File: src/rtl/nbb_pkg.sv
package nbb_pkg;
    localparam int BYTE_W   = 8;
    localparam int HOST_W   = 2 * BYTE_W;
    localparam int CTL_CLE  = 0;
    localparam int CTL_ALE  = 1;
    localparam int CTL_SEL  = 4;
    localparam int CTL_WPR  = 7;
    localparam int STAT_BSY = 7;

    typedef enum logic [2:0] {
        PH_IDLE,
        PH_SETUP,
        PH_STROBE,
        PH_HOLD,
        PH_DONE
    } phase_e;
endpackage

File: src/rtl/nbb_decode.sv
module nbb_decode #(
    parameter int ADDR_W   = 3,
    parameter int OFF_DATA = 0,
    parameter int OFF_CTL  = 4,
    parameter int OFF_STAT = 5
) (
    input  logic [ADDR_W-1:0] addr,
    output logic              hit_data,
    output logic              hit_ctl,
    output logic              hit_stat
);
    localparam logic [ADDR_W-1:0] A_DATA = OFF_DATA[ADDR_W-1:0];
    localparam logic [ADDR_W-1:0] A_CTL  = OFF_CTL[ADDR_W-1:0];
    localparam logic [ADDR_W-1:0] A_STAT = OFF_STAT[ADDR_W-1:0];

    always_comb begin
        hit_data = (addr == A_DATA);
        hit_ctl  = (addr == A_CTL);
        hit_stat = (addr == A_STAT);
    end
endmodule

File: src/rtl/nbb_regs.sv
module nbb_regs
    import nbb_pkg::*;
#(
    parameter int SYNC_STAGES = 2
) (
    input  logic              clk,
    input  logic              rst_n,
    input  logic              ctl_wr,
    input  logic [BYTE_W-1:0] ctl_wdata,
    input  logic              rb_n,
    output logic [BYTE_W-1:0] ctl,
    output logic              flash_busy
);
    typedef struct packed {
        logic [BYTE_W-1:0]      ctl;
        logic [SYNC_STAGES-1:0] sync;
    } regs_t;

    regs_t st_d, st_q;

    always_comb begin
        st_d      = st_q;
        st_d.sync = {st_q.sync[SYNC_STAGES-2:0], rb_n};
        if (ctl_wr) begin
            st_d.ctl = ctl_wdata;
        end
    end

    always_ff @(posedge clk or negedge rst_n) begin
        if (!rst_n) begin
            st_q.ctl  <= '0;
            st_q.sync <= '1;
        end else begin
            st_q <= st_d;
        end
    end

    assign ctl        = st_q.ctl;
    assign flash_busy = ~st_q.sync[SYNC_STAGES-1];


    ctl_change_chk: assert property (@(posedge clk) disable iff (!rst_n)
        !$stable(st_q.ctl) |-> $past(ctl_wr));
endmodule

File: src/rtl/nbb_seq.sv
module nbb_seq
    import nbb_pkg::*;
#(
    parameter int SETUP_CYC  = 2,
    parameter int STROBE_CYC = 3,
    parameter int HOLD_CYC   = 1
) (
    input  logic              clk,
    input  logic              rst_n,
    input  logic              start,
    input  logic              start_wr,
    input  logic              start_wide,
    input  logic              start_skip,
    input  logic [HOST_W-1:0] skip_rdata,
    input  logic [HOST_W-1:0] wdata,
    input  logic [BYTE_W-1:0] dq_i,
    output logic              idle,
    output logic              done,
    output logic [HOST_W-1:0] rdata,
    output logic              we_n,
    output logic              re_n,
    output logic [BYTE_W-1:0] dq_o,
    output logic              dq_oe
);
    localparam int MAX_A = (SETUP_CYC > STROBE_CYC) ? SETUP_CYC : STROBE_CYC;
    localparam int MAX_C = (MAX_A > HOLD_CYC) ? MAX_A : HOLD_CYC;
    localparam int CW    = $clog2(MAX_C + 1);
    localparam logic [CW-1:0] LAST_SU = CW'(SETUP_CYC - 1);
    localparam logic [CW-1:0] LAST_ST = CW'(STROBE_CYC - 1);
    localparam logic [CW-1:0] LAST_HO = CW'(HOLD_CYC - 1);

    typedef struct packed {
        phase_e            ph;
        logic [CW-1:0]     cnt;
        logic              second;
        logic              wide;
        logic              wr;
        logic [HOST_W-1:0] wd;
        logic [HOST_W-1:0] rd;
    } seq_t;

    seq_t s_d, s_q;

    always_comb begin
        s_d = s_q;
        unique case (s_q.ph)
            PH_IDLE: begin
                if (start) begin
                    s_d.wide   = start_wide;
                    s_d.wr     = start_wr;
                    s_d.wd     = wdata;
                    s_d.second = 1'b0;
                    s_d.cnt    = '0;
                    s_d.rd     = '0;
                    if (start_skip) begin
                        s_d.ph = PH_DONE;
                        s_d.rd = skip_rdata;
                    end else begin
                        s_d.ph = PH_SETUP;
                    end
                end
            end
            PH_SETUP: begin
                if (s_q.cnt == LAST_SU) begin
                    s_d.ph  = PH_STROBE;
                    s_d.cnt = '0;
                end else begin
                    s_d.cnt = s_q.cnt + 1'b1;
                end
            end
            PH_STROBE: begin
                if (s_q.cnt == LAST_ST) begin
                    s_d.ph  = PH_HOLD;
                    s_d.cnt = '0;
                    if (!s_q.wr) begin
                        if (s_q.second) s_d.rd[HOST_W-1:BYTE_W] = dq_i;
                        else            s_d.rd[BYTE_W-1:0]      = dq_i;
                    end
                end else begin
                    s_d.cnt = s_q.cnt + 1'b1;
                end
            end
            PH_HOLD: begin
                if (s_q.cnt == LAST_HO) begin
                    s_d.cnt = '0;
                    if (s_q.wide && !s_q.second) begin
                        s_d.second = 1'b1;
                        s_d.ph     = PH_SETUP;
                    end else begin
                        s_d.ph = PH_DONE;
                    end
                end else begin
                    s_d.cnt = s_q.cnt + 1'b1;
                end
            end
            PH_DONE: s_d.ph = PH_IDLE;
            default: s_d.ph = PH_IDLE;
        endcase
    end

    always_ff @(posedge clk or negedge rst_n) begin
        if (!rst_n) begin
            s_q <= '{ph: PH_IDLE, default: '0};
        end else begin
            s_q <= s_d;
        end
    end

    logic in_cycle;
    always_comb begin
        in_cycle = (s_q.ph == PH_SETUP) || (s_q.ph == PH_STROBE) || (s_q.ph == PH_HOLD);
        idle     = (s_q.ph == PH_IDLE);
        done     = (s_q.ph == PH_DONE);
        rdata    = s_q.rd;
        dq_o     = s_q.second ? s_q.wd[HOST_W-1:BYTE_W] : s_q.wd[BYTE_W-1:0];
        dq_oe    = s_q.wr && in_cycle;
        we_n     = !(s_q.wr && (s_q.ph == PH_STROBE));
        re_n     = !(!s_q.wr && (s_q.ph == PH_STROBE));
    end


    wr_data_stable_chk: assert property (@(posedge clk) disable iff (!rst_n)
        (!we_n && $past(!we_n)) |-> $stable(dq_o));


    oe_dir_chk: assert property (@(posedge clk) disable iff (!rst_n)
        dq_oe |-> re_n);


    strobe_cnt_chk: assert property (@(posedge clk) disable iff (!rst_n)
        (s_q.ph == PH_STROBE) |-> (s_q.cnt <= LAST_ST));
endmodule

File: src/rtl/nand_byte_bridge.sv
module nand_byte_bridge
    import nbb_pkg::*;
#(
    parameter int ADDR_W      = 3,
    parameter int OFF_DATA    = 0,
    parameter int OFF_CTL     = 4,
    parameter int OFF_STAT    = 5,
    parameter int SETUP_CYC   = 2,
    parameter int STROBE_CYC  = 3,
    parameter int HOLD_CYC    = 1,
    parameter int SYNC_STAGES = 2
) (
    input  logic              clk,
    input  logic              rst_n,
    input  logic              host_req,
    input  logic              host_we,
    input  logic              host_wide,
    input  logic [ADDR_W-1:0] host_addr,
    input  logic [15:0]       host_wdata,
    output logic [15:0]       host_rdata,
    output logic              host_ready,
    output logic              nand_ce_n,
    output logic              nand_cle,
    output logic              nand_ale,
    output logic              nand_we_n,
    output logic              nand_re_n,
    output logic              nand_wp_n,
    output logic [7:0]        nand_dq_o,
    output logic              nand_dq_oe,
    input  logic [7:0]        nand_dq_i,
    input  logic              nand_rb_n
);
    logic              hit_data, hit_ctl, hit_stat;
    logic [BYTE_W-1:0] ctl;
    logic              flash_busy;
    logic              seq_idle;
    logic              start, skip, ctl_wr;
    logic [HOST_W-1:0] skip_rdata;

    nbb_decode #(
        .ADDR_W(ADDR_W), .OFF_DATA(OFF_DATA), .OFF_CTL(OFF_CTL), .OFF_STAT(OFF_STAT)
    ) u_dec (
        .addr(host_addr), .hit_data(hit_data), .hit_ctl(hit_ctl), .hit_stat(hit_stat)
    );

    always_comb begin
        start  = host_req && seq_idle;
        skip   = !hit_data || !ctl[CTL_SEL];
        ctl_wr = start && host_we && hit_ctl;
        skip_rdata = '0;
        if (hit_ctl) begin
            skip_rdata[BYTE_W-1:0] = ctl;
        end else if (hit_stat) begin
            skip_rdata[STAT_BSY] = flash_busy;
        end else if (hit_data) begin
            skip_rdata = host_wide ? {HOST_W{1'b1}} : {{BYTE_W{1'b0}}, {BYTE_W{1'b1}}};
        end
    end

    nbb_regs #(.SYNC_STAGES(SYNC_STAGES)) u_regs (
        .clk(clk), .rst_n(rst_n), .ctl_wr(ctl_wr), .ctl_wdata(host_wdata[BYTE_W-1:0]),
        .rb_n(nand_rb_n), .ctl(ctl), .flash_busy(flash_busy)
    );

    nbb_seq #(
        .SETUP_CYC(SETUP_CYC), .STROBE_CYC(STROBE_CYC), .HOLD_CYC(HOLD_CYC)
    ) u_seq (
        .clk(clk), .rst_n(rst_n), .start(start), .start_wr(host_we),
        .start_wide(host_wide), .start_skip(skip), .skip_rdata(skip_rdata),
        .wdata(host_wdata), .dq_i(nand_dq_i), .idle(seq_idle), .done(host_ready),
        .rdata(host_rdata), .we_n(nand_we_n), .re_n(nand_re_n),
        .dq_o(nand_dq_o), .dq_oe(nand_dq_oe)
    );

    always_comb begin
        nand_ce_n = !ctl[CTL_SEL];
        nand_cle  = ctl[CTL_CLE];
        nand_ale  = ctl[CTL_ALE];
        nand_wp_n = ctl[CTL_WPR];
    end


    ready_pulse_chk: assert property (@(posedge clk) disable iff (!rst_n)
        host_ready |=> !host_ready);


    strobe_excl_chk: assert property (@(posedge clk) disable iff (!rst_n)
        !(!nand_we_n && !nand_re_n));


    standby_quiet_chk: assert property (@(posedge clk) disable iff (!rst_n)
        nand_ce_n |-> (nand_we_n && nand_re_n));
endmodule

File: config.mk
export PLATFORM = sky130hd
export DESIGN_NAME = nand_byte_bridge
export DESIGN_NICKNAME = d
export VERILOG_FILES = /design/src/rtl/nbb_pkg.sv /design/src/rtl/nbb_decode.sv /design/src/rtl/nbb_regs.sv /design/src/rtl/nbb_seq.sv /design/src/rtl/nand_byte_bridge.sv
export SDC_FILE = /design/constraint.sdc
export NUM_CORES = 1
export LEC_CHECK = 0
export BUFFER_PORTS_ARGS = -buffer_cell sky130_fd_sc_hd__buf_2
export CORE_MARGIN = 2
export CORE_UTILIZATION = 55
export DETAILED_ROUTE_END_ITERATION = 8
export GPL_ROUTABILITY_DRIVEN = 1
export PLACE_DENSITY = 0.82
export SLEW_MARGIN = 30
export SYNTH_ARGS = -nofsm -noshare
export SYNTH_HDL_FRONTEND = slang
export SYNTH_SLANG_ARGS = --single-unit
File: constraint.sdc
create_clock -name clk -period 3.84 [get_ports clk]
set_clock_uncertainty 0.05 [all_clocks]
set_input_delay 0.192 -clock clk [delete_from_list [all_inputs] [get_ports clk]]
set_output_delay 0.192 -clock clk [all_outputs]
set_load 0.02 [all_outputs]
# Word level (Yosys, flattened, before mapping)
# Index checks and enable logic that the tools add are counted.
# W data, S select, Z words.
[op_classes]
n_mux = 28
eq_ne = 16
bitwise_logic = 1
add_sub_neg = 1
reduce_logical = 28
[ops]
columns = ["operator", "n"]
rows = [
  ["$mux W16", 5],
  ["$mux W8", 6],
  ["$mux W40", 1],
  ["$pmux W16 S2", 1],
  ["$mux W3", 5],
  ["$ne A2 B1 Y1 const B", 6],
  ["$pmux W3 S4", 1],
  ["$reduce_and A5 Y1", 2],
  ["$eq A3 B3 Y1 const B", 3],
  ["$pmux W2 S4", 1],
  ["$reduce_and A4 Y1", 2],
  ["$logic_and A1 B1 Y1", 7],
  ["$mux W7", 1],
  ["$eq A3 B2 Y1 const B", 2],
  ["$logic_not A1 Y1", 6],
  ["$logic_not A3 Y1", 2],
  ["$mux W2", 3],
  ["$ne A2 B2 Y1 const B", 2],
  ["$reduce_and A2 Y1", 2],
  ["$reduce_bool A2 Y1", 2],
  ["$reduce_bool A4 Y1", 1],
  ["$eq A3 B1 Y1 const B", 1],
  ["$logic_or A1 B1 Y1", 3],
  ["$mux W1", 3],
  ["other kinds (6)", 6],
]
[totals]
wordCells = 84
regBits = 50
out_inout_bits = 32
inputBits = 33

# Logic depth before layout (Yosys ltp)
# Gate-level depths: netlist of run 1.
[depth]
ltp_word = 7
depth_mapped = 6
depth_no_buf = 6

# Cells and area by module
# Synthesis of run 1 repeated with hierarchy kept, for this count alone.
[unflattened]
cells_unflattened = 243
area_unflattened_um2 = 2756.4
[by_module_without_submodules]
columns = ["mod", "area_per_inst_um2", "cells_per_inst", "instances", "seq_area_each_um2"]
rows = [
  ["nbb_seq", 2152.1, 195, 1, 1001.0],
  ["nbb_regs", 447.9, 28, 1, 252.7],
  ["nand_byte_bridge", 130.1, 17, 1, 0.0],
  ["nbb_decode", 26.3, 3, 1, 0.0],
]

# Worst setup path before layout of run 1
# No wires, ideal clock.
[synth_path]
kind = "reg2reg"
startpoint = "register u_seq.s_q[37] (netlist bit)"
endpoint = "register u_regs.ctl[0] (netlist name)"
period_less_slack_ns = 1.893
path_stages_with_launch = 6
n_path_buf = 1
t_arrival_ns = 1.715
setup_slack_ns = 1.947
t_required_ns = 3.663
setup_time_ns = 0.127
cell_sequence = "dfrtp_1 nor4b_4 and2_1 and3_1 buf_4 mux2_1"
[synth_between]
elab_chain_len = 4
[synth_lines]
columns = ["element", "line", "source"]
rows = [
  ["start, declared", "nbb_seq.sv:42", "seq_t s_d, s_q;"],
  ["start signal, assigned", "nbb_seq.sv:103", "s_q <= '{ph: PH_IDLE, default: '0};"],
  ["start signal, assigned", "nbb_seq.sv:105", "s_q <= s_d;"],
  ["$logic_not A3 Y1", "nbb_seq.sv:112", "idle = (s_q.ph == PH_IDLE);"],
  ["$logic_and A1 B1 Y1", "nand_byte_bridge.sv:47", "start = host_req && seq_idle;"],
  ["$logic_and A1 B1 Y1 (2 in series)", "nand_byte_bridge.sv:49", "ctl_wr = start && host_we && hit_ctl;"],
]
# Every way passes these cells.
# A chain may end at the register's enable or synchronous reset.

# Final worst setup path of run 1
[layout_path]
startpoint = "register u_seq.s_q[37] (netlist bit)"
endpoint = "register u_regs.ctl[6] (netlist name)"
[layout_between]
elab_chain_len = 4
[layout_lines]
columns = ["element", "line"]
rows = [
  ["$logic_not A3 Y1", "nbb_seq.sv:112"],
  ["$logic_and A1 B1 Y1", "nand_byte_bridge.sv:47"],
  ["$logic_and A1 B1 Y1 (2 in series)", "nand_byte_bridge.sv:49"],
]
# Every way passes these cells.

==> qor.txt, run 1 <==
status: completed
Starting DRT DRC Count: 89
multiplexer share of the synthesized area: 18.22%
initial antenna violation count: 0
ys flop type: dfrtp_1
number of synthesized flops with an enable pin: 0
GRT Total Usage: 20.21%
Slew headroom: 59.26%
CTS root buf: clkbuf_8
largest area contributor in the netlist: dfrtp_1
Critical Path AT: 2550 ps
CTS Buffer Depth: 2
max-slew violation count: 0
Lkg Pwr: 0.001338 µW
Worst Setup SP: u_seq.s_q[37]$_DFFE_PN0P_
Max Fanout on Critical Path: 15
Setup CP Type: flip-flop to flip-flop
fill count: 347
Post-Place Cells: 315
unrepaired setup endpoints after global routing: no
Port Buffers: 64
row count: 24
Antenna diodes: 0
top cell type's share of synthesized area: 47.52%
die area: 5154 µm²
clk slew on worst S/H paths: 90 ps
leading post-synthesis cells by cell area: dfrtp_1, mux2_2, buf_4, mux2_1, ha_1
Placer Congestion: 0.8000
drt total wl: 4.822 mm
initial cell density of the core: 57.65%
sequential share of the synthesized area: 49.60%
setup TNS: 0 ps
syn_area_per_cell: 11.33 µm²
post-route ant nets: 0
Final #Nets: 311
critical path endpoint category: flip-flop
crit path time final: 2408 ps
area fraction in and, or, nand and nor cells after synthesis: 12.72%
path depth of the worst reg2reg path: 4
class of the worst hold path: input pin to flip-flop
largest family of logic cells by synthesized area: multiplexers
startpoint type of the worst setup path: flip-flop
layout cells sized above 1: 40.44%
Synth Area in XOR/XNOR: 0%
CTS Buf Count: 5
Worst EP required: 3980 ps
unique cell type count in the Yosys netlist: 37
f_max: 415.3 MHz
DR WL/cell: 14.88 µm
Synth Instances: 223
DRC viols: 0
clock latency on the worst-skew pair: 310 ps
Worst setup endpoint: u_regs.ctl[6]$_DFFE_PN0P_
# clock sinks: 50
number of synthesized register bits: 50
RR Endpoint: u_regs.ctl[6]$_DFFE_PN0P_
fin crit share: 62.70%
top-count cell post-synth: dfrtp_1
Ys Warns: 0
Via density: 5.336
Async SR Flop Fraction: 100.0%
synth cell count leaders: dfrtp_1, mux2_2, nand2_1
reg-to-reg startpoint: u_seq.s_q[37]$_DFFE_PN0P_
DR vias: 1729
final hold viol count: 0
Die X-Extent: 71.79 µm
Power Total: 2255 µW
Remaining Overflow, GRT: 0
slew at the pin closest to its max-slew limit: 611.2 ps
DP HPWL: 3.419 mm
Synth Area in Adders: 2.970%
# setup viols final: 0
Max H-tree Level: 2
# Post-CTS Setup Buffers: 0
maximum VDD drop: 0.0003756 V
P&R area growth vs syn: 13.37%
IO Pins: 65
Compound-Gate Fraction of Synth Area: 9.356%
P per Cell Area: 787.2 nW/µm²
Die Y: 71.79 µm
Final Non-Filler Cells: 324
PostCTS Resize Cnt: 0
first-pass GRT wire length: 7.914 mm
Syn Nets: 262
Syn Std Cell Area: 2527 µm²
Max Cap Violations: 0
vias in the first global route: 1628
Pre-Repair DR Iteration Count: 4
largest net degree at the start of global routing: 51
setup slack, reg-to-reg: 1430 ps
CTS tree: done
core area: 4384 µm²
==> worst max-delay path, stage by stage (launching register included) <==
cell and delay, ps:
dfrtp_1 570, nor4b_4 580, and2_1 310, and3_1 430
mux2_1 370
==> area by class of cell <==
cell class                      instances  area [µm²]  area share, %
Clock buffer                            6       72.57          2.533
Clock inverter                          1       7.507         0.2620
Inverter                                4       15.01         0.5240
Tap cell                               52       65.06          2.271
Multi-Input combinational cell        143        1094          38.17
Timing Repair Buffer                   68       357.8          12.49
Sequential cell                        50        1254          43.76
==> power breakdown <==
group | internal (µW) | switching (µW) | total (µW)
Combinational | 462 | 570 | 1030
Clock | 125 | 173 | 298
Sequential | 761 | 165 | 925
==> per-stage QoR <==
step                      area [µm²]  hold slack (ps)  worst slack (ps)  util [%]
after floorplan                 2527           -153.6              1947         -
after global placement          2763            248.1              1553     63.01
after detailed placement        2765            200.0              1482     63.07
after CTS                       2865            50.63              1450     65.35
after global routing            2865            55.34              1317     65.35
final                           2865            58.95              1432     65.35
==> repair_timing <==
item                                   in CTS  in global routing
endpoints found under the hold margin      49                  0
hold buffers                                2                  0
setup endpoints to repair                   0                  0
==> flip-flops by register name (all words and copies together) (netlist names) <==
name and count:
u_seq.rdata 16, u_regs.ctl 8, u_seq.s_q 24, u_regs.st_q 1, u_regs.st_d 1
==> worst min path at each step <==
stage	start	end	depth (start not counted)
floorplan	rst_n	u_regs.ctl[0]$_DFFE_PN0P_	0
global placement	nand_rb_n	u_regs.st_d[1]$_DFF_PN1_	1
detailed placement	rst_n	u_seq.rdata[14]$_DFFE_PN0P_	1
CTS	host_we	u_seq.s_q[32]$_DFFE_PN0P_	3
global route	host_wdata[8]	u_seq.s_q[24]$_DFFE_PN0P_	2
finish	host_we	u_seq.s_q[32]$_DFFE_PN0P_	3
==> placed cells by master (no fill, tap or decap), types with 2 or more instances in the layout <==
cell type      instances
buf_4                  3
mux2_2                32
inv_1                  4
dlygate4sd3_1          2
clkbuf_8               5
nor3_1                 2
nor3b_1                3
dfstp_2                2
ha_1                   6
dfrtp_1               48
nand2_1               19
a22oi_1                3
a21oi_1               11
buf_2                 63
and2_1                 2
mux2_1                 8
o21ai_0               13
nor2_1                11
nand2b_1               4
nor2b_1               11
==> per-layer routing <==
layer,GRT usage (%),part of all wire (%),vias up
li1,-,-,854
met1,29.13,47,808
met2,28.40,42,59
met3,7.736,9.1,8
met4,6.289,1.2,0
met5,0,0,-
==> cell families (layout without fill, tap and decap cells) <==
logic type | Yosys count | count (layout)
AO/OA/AOI/OAI | 37 | 37
adder cells (fa/ha/maj) | 6 | 6
buffers and inverters | 30 | 79
flip-flops | 50 | 50
multiplexers | 41 | 41
AND/OR/NAND/NOR | 59 | 59
Power figures use the tool's default switching activity.
==> run 2: changes to the inputs <==
--- a/config.mk
+++ b/config.mk
@@ -5,12 +5,13 @@
 export SDC_FILE = /design/constraint.sdc
 export NUM_CORES = 1
 export LEC_CHECK = 0
+export ABC_AREA = 1
 export BUFFER_PORTS_ARGS = -buffer_cell sky130_fd_sc_hd__buf_2
 export CORE_MARGIN = 2
-export CORE_UTILIZATION = 55
+export CORE_UTILIZATION = 48
 export DETAILED_ROUTE_END_ITERATION = 8
 export GPL_ROUTABILITY_DRIVEN = 1
-export PLACE_DENSITY = 0.82
+export PLACE_DENSITY = 0.76
 export SLEW_MARGIN = 30
 export SYNTH_ARGS = -nofsm -noshare
 export SYNTH_HDL_FRONTEND = slang
==> constraint.sdc (replaced) <==
create_clock -name clk -period 2.1 [get_ports clk]
set_clock_uncertainty 0.05 [all_clocks]
set_input_delay 0.105 -clock clk [delete_from_list [all_inputs] [get_ports clk]]
set_output_delay 0.105 -clock clk [all_outputs]
set_load 0.02 [all_outputs]
==> qor.txt, run 2 <==
unique cell type count in the Yosys netlist: 24 (was 37)
wire length on met3: 366 µm (was 437 µm)
P&R area growth vs syn: 21.98% (was 13.37%)
number of synthesized register bits: 50 (unchanged)
drt total wl: 5.808 mm (was 4.822 mm)
Pre-Repair DR Iteration Count: 4 (unchanged)
top cell type's share of synthesized area: 45.58% (was 47.52%)
Syn Std Cell Area: 2635 µm² (was 2527 µm²)
DR vias: 2337 (was 1729)
DR WL/cell: 12.02 µm (was 14.88 µm)
highest-count cells in the layout ignoring fill and taps: nand2_1, buf_2, dfrtp_1 (was buf_2, dfrtp_1, mux2_2)
Syn Nets: 381 (was 262)
max FFs per register: 24 (unchanged)
max-slew violation count: 0 (unchanged)
CTS tree: done (unchanged)
initial cell density of the core: 50.62% (was 57.65%)
# setup viols final: 0 (unchanged)
fin crit share: 80.05%
Synth Instances: 342 (was 223)
leading post-synthesis cells by cell area: dfrtp_1, nand2_1, o21ai_0, buf_4, inv_1 (was dfrtp_1, mux2_2, buf_4, mux2_1, ha_1)
Antenna diodes: 0 (unchanged)
Lkg Pwr: 0.001843 µW (was 0.001338 µW)
class of the worst hold path: input pin to flip-flop (unchanged)
Max Cap Violations: 0 (unchanged)
DP HPWL: 4.328 mm (was 3.419 mm)
first-pass GRT wire length: 9.894 mm (was 7.914 mm)
Worst Setup SP: u_seq.s_q[39]$_DFFE_PN0P_ (was u_seq.s_q[37]$_DFFE_PN0P_)
row count: 26 (was 24)
top-count cell post-synth: nand2_1 (was dfrtp_1)
Starting DRT DRC Count: 131 (was 89)
synth cell count leaders: nand2_1, dfrtp_1, o21ai_0 (was dfrtp_1, mux2_2, nand2_1)
Top reg by flops: u_seq.s_q (unchanged)
initial antenna violation count: 0 (unchanged)
maximum VDD drop: 0.0006796 V (was 0.0003756 V)
Max H-tree Level: 2 (unchanged)
unrepaired setup endpoints after global routing: no (unchanged)
clock latency on the worst-skew pair: 310 ps (about the same)
net switching power: 1929 µW (was 907.5 µW)
f_max: 594.9 MHz
reg-to-reg startpoint: u_seq.s_q[39]$_DFFE_PN0P_ (was u_seq.s_q[37]$_DFFE_PN0P_)
WHS Path Cells: 3 (unchanged)
Clock Power Share: 16.0% (was 13.2%)
Critical Path AT: 1530 ps (was 2550 ps)
final hold viol count: 0 (unchanged)
vias in the first global route: 2206 (was 1628)
Port Buffers: 64 (unchanged)
clk slew on worst S/H paths: 90 ps (about the same)
status: completed (unchanged)
number of synthesized flops with an enable pin: 0 (unchanged)
largest area contributor in the netlist: dfrtp_1 (unchanged)
Via density: 4.839 (was 5.336)
Int Power: 2364 µW (was 1348 µW)
CTS root buf: clkbuf_8 (unchanged)
Max Fanout on Critical Path: 9 (was 15)
slew at the pin closest to its max-slew limit: 385.1 ps (was 611.2 ps)
largest net degree at the start of global routing: 25 (was 51)
RR Endpoint: u_seq.rdata[11]$_DFFE_PN0P_ (was u_regs.ctl[6]$_DFFE_PN0P_)
path depth of the worst reg2reg path: 9 (was 4)
post-route ant nets: 0 (unchanged)
crit path time final: 1681 ps
GRT Total Usage: 20.34% (was 20.21%)
Slew headroom: 74.33% (was 59.26%)
Placer Congestion: 0.8548 (was 0.8000)
Setup CP Type: flip-flop to output pin (was flip-flop to flip-flop)
Async SR Flop Fraction: 100.0% (unchanged)
most common cell after layout, fill and taps aside: nand2_1 (was buf_2)
CTS Buf Count: 5 (unchanged)
P per Cell Area: 1335 nW/µm² (was 787.2 nW/µm²)
register area: 1254 µm² (unchanged)
fill count: 467 (was 347)
Logic pwr share: 47.1% (was 45.8%)
Worst setup endpoint: nand_we_n (was u_regs.ctl[6]$_DFFE_PN0P_)
DP Area: 2932 µm² (was 2765 µm²)
hold path startpoint: host_wdata[5] (was host_we)
switching part of the total power: 44.93% (was 40.24%)
syn_area_per_cell: 7.705 µm² (was 11.33 µm²)
setup TNS: 0 ps (unchanged)
Die Y: 78.09 µm (was 71.79 µm)
die area: 6098 µm² (was 5154 µm²)
Sequential Power Share: 36.9% (was 41.0%)
Multi-input gate area: 1120 µm² (was 1094 µm²)
setup slack, reg-to-reg: 420 ps (was 1430 ps)
critical path endpoint category: output pin (was flip-flop)
layout cells sized above 1: 22.52% (was 40.44%)
Remaining Overflow, GRT: 0 (unchanged)
startpoint type of the worst setup path: flip-flop (unchanged)
core area: 5205 µm² (was 4384 µm²)
Final #Nets: 451 (was 311)
IO Pins: 65 (unchanged)
# clock sinks: 50 (unchanged)
ys flop type: dfrtp_1 (unchanged)
final hold slack: 15.38 ps (was 58.95 ps)
Ys Warns: 0 (unchanged)
# Post-CTS Setup Buffers: 0 (unchanged)
CTS Buffer Depth: 2 (unchanged)
M1 WL: 2.549 mm (was 2.284 mm)
top layer reached by signal wires: met4 (unchanged)
DRC viols: 0 (unchanged)
Die X-Extent: 78.09 µm (was 71.79 µm)
routed wl met2: 2.803 mm (was 2.041 mm)
Worst EP required: 1950 ps (was 3980 ps)
Layout Cell Area excl Fill: 3214 µm² (was 2865 µm²)
Power Total: 4292 µW (was 2255 µW)
sequential share of the synthesized area: 47.58% (was 49.60%)
run 2: kinds of logic (layout without fill, tap and decap cells):
kind of cell / count (synthesis) / in the layout / share of synthesized area [%]
buffers and inverters: 51 / 122 / 9.924
AO/OA/AOI/OAI: 39 / 39 / 7.550
adder cells (fa/ha/maj): 6 / 6 / 2.849
AND/OR/NAND/NOR: 196 / 196 / 32.10
flip-flops: 50 / 50 / 47.58
run 2: power by group through the flow:
| stage | logic, µW | registers (µW) | clock network, µW |
|---|---|---|---|
| floorplan | 1540 | 1570 | 0 |
| global placement | 1970 | 1590 | 0 |
| global route | 2270 | 1640 | 747 |
| detailed placement | 1990 | 1610 | 0 |
| finish | 2020 | 1580 | 687 |
| CTS | 2030 | 1590 | 701 |
run 2: routing by layer:
| layer | global-route usage, % | up-vias |
|---|---|---|
| met2 | 33.53 | 66 |
| met5 | 0 | - |
| li1 | - | 1198 |
| met4 | 7.018 | 0 |
| met3 | 3.333 | 9 |
| met1 | 27.38 | 1064 |
run 2: through the flow:
stage,util (%),instances,setup WS (ps)
floorplan,-,342,594.4
global placement,56.32,458,503.9
detailed placement,56.32,458,462.3
CTS,61.75,483,426.5
global route,61.75,483,280.5
finish,61.75,483,419.0
run 2: what timing repair did:
item / in CTS / in global routing
hold endpoints to repair: 31 / 0
setup endpoints to repair: 0 / 0
hold buffers: 17 / 0
gates resized for setup: 0 / 0
run 2: layout make-up:
type	instances	area share, %
flip-flops and latches	50	39.00
multi-input cells	241	34.84
repair buffers	88	16.89
inverters	26	3.036
well taps	70	2.725
clock buffers	5	2.141
clock inverters	3	1.362
run 2: worst max-delay path, stage by stage (launching register included):
cell and delay (ps):
dfrtp_1 440, inv_2 110, nand2_1 80, nor2_2 260
nand2_1 150, buf_2 190
run 2: worst min path at each step:
stage,to,slack [ps]
global route,u_regs.ctl[5]$_DFFE_PN0P_,10
global placement,u_seq.s_q[36]$_DFFE_PN0P_,-10
finish,u_regs.ctl[5]$_DFFE_PN0P_,20
floorplan,u_regs.ctl[0]$_DFFE_PN0P_,-240
detailed placement,u_seq.s_q[36]$_DFFE_PN0P_,-7
CTS,u_regs.ctl[5]$_DFFE_PN0P_,7
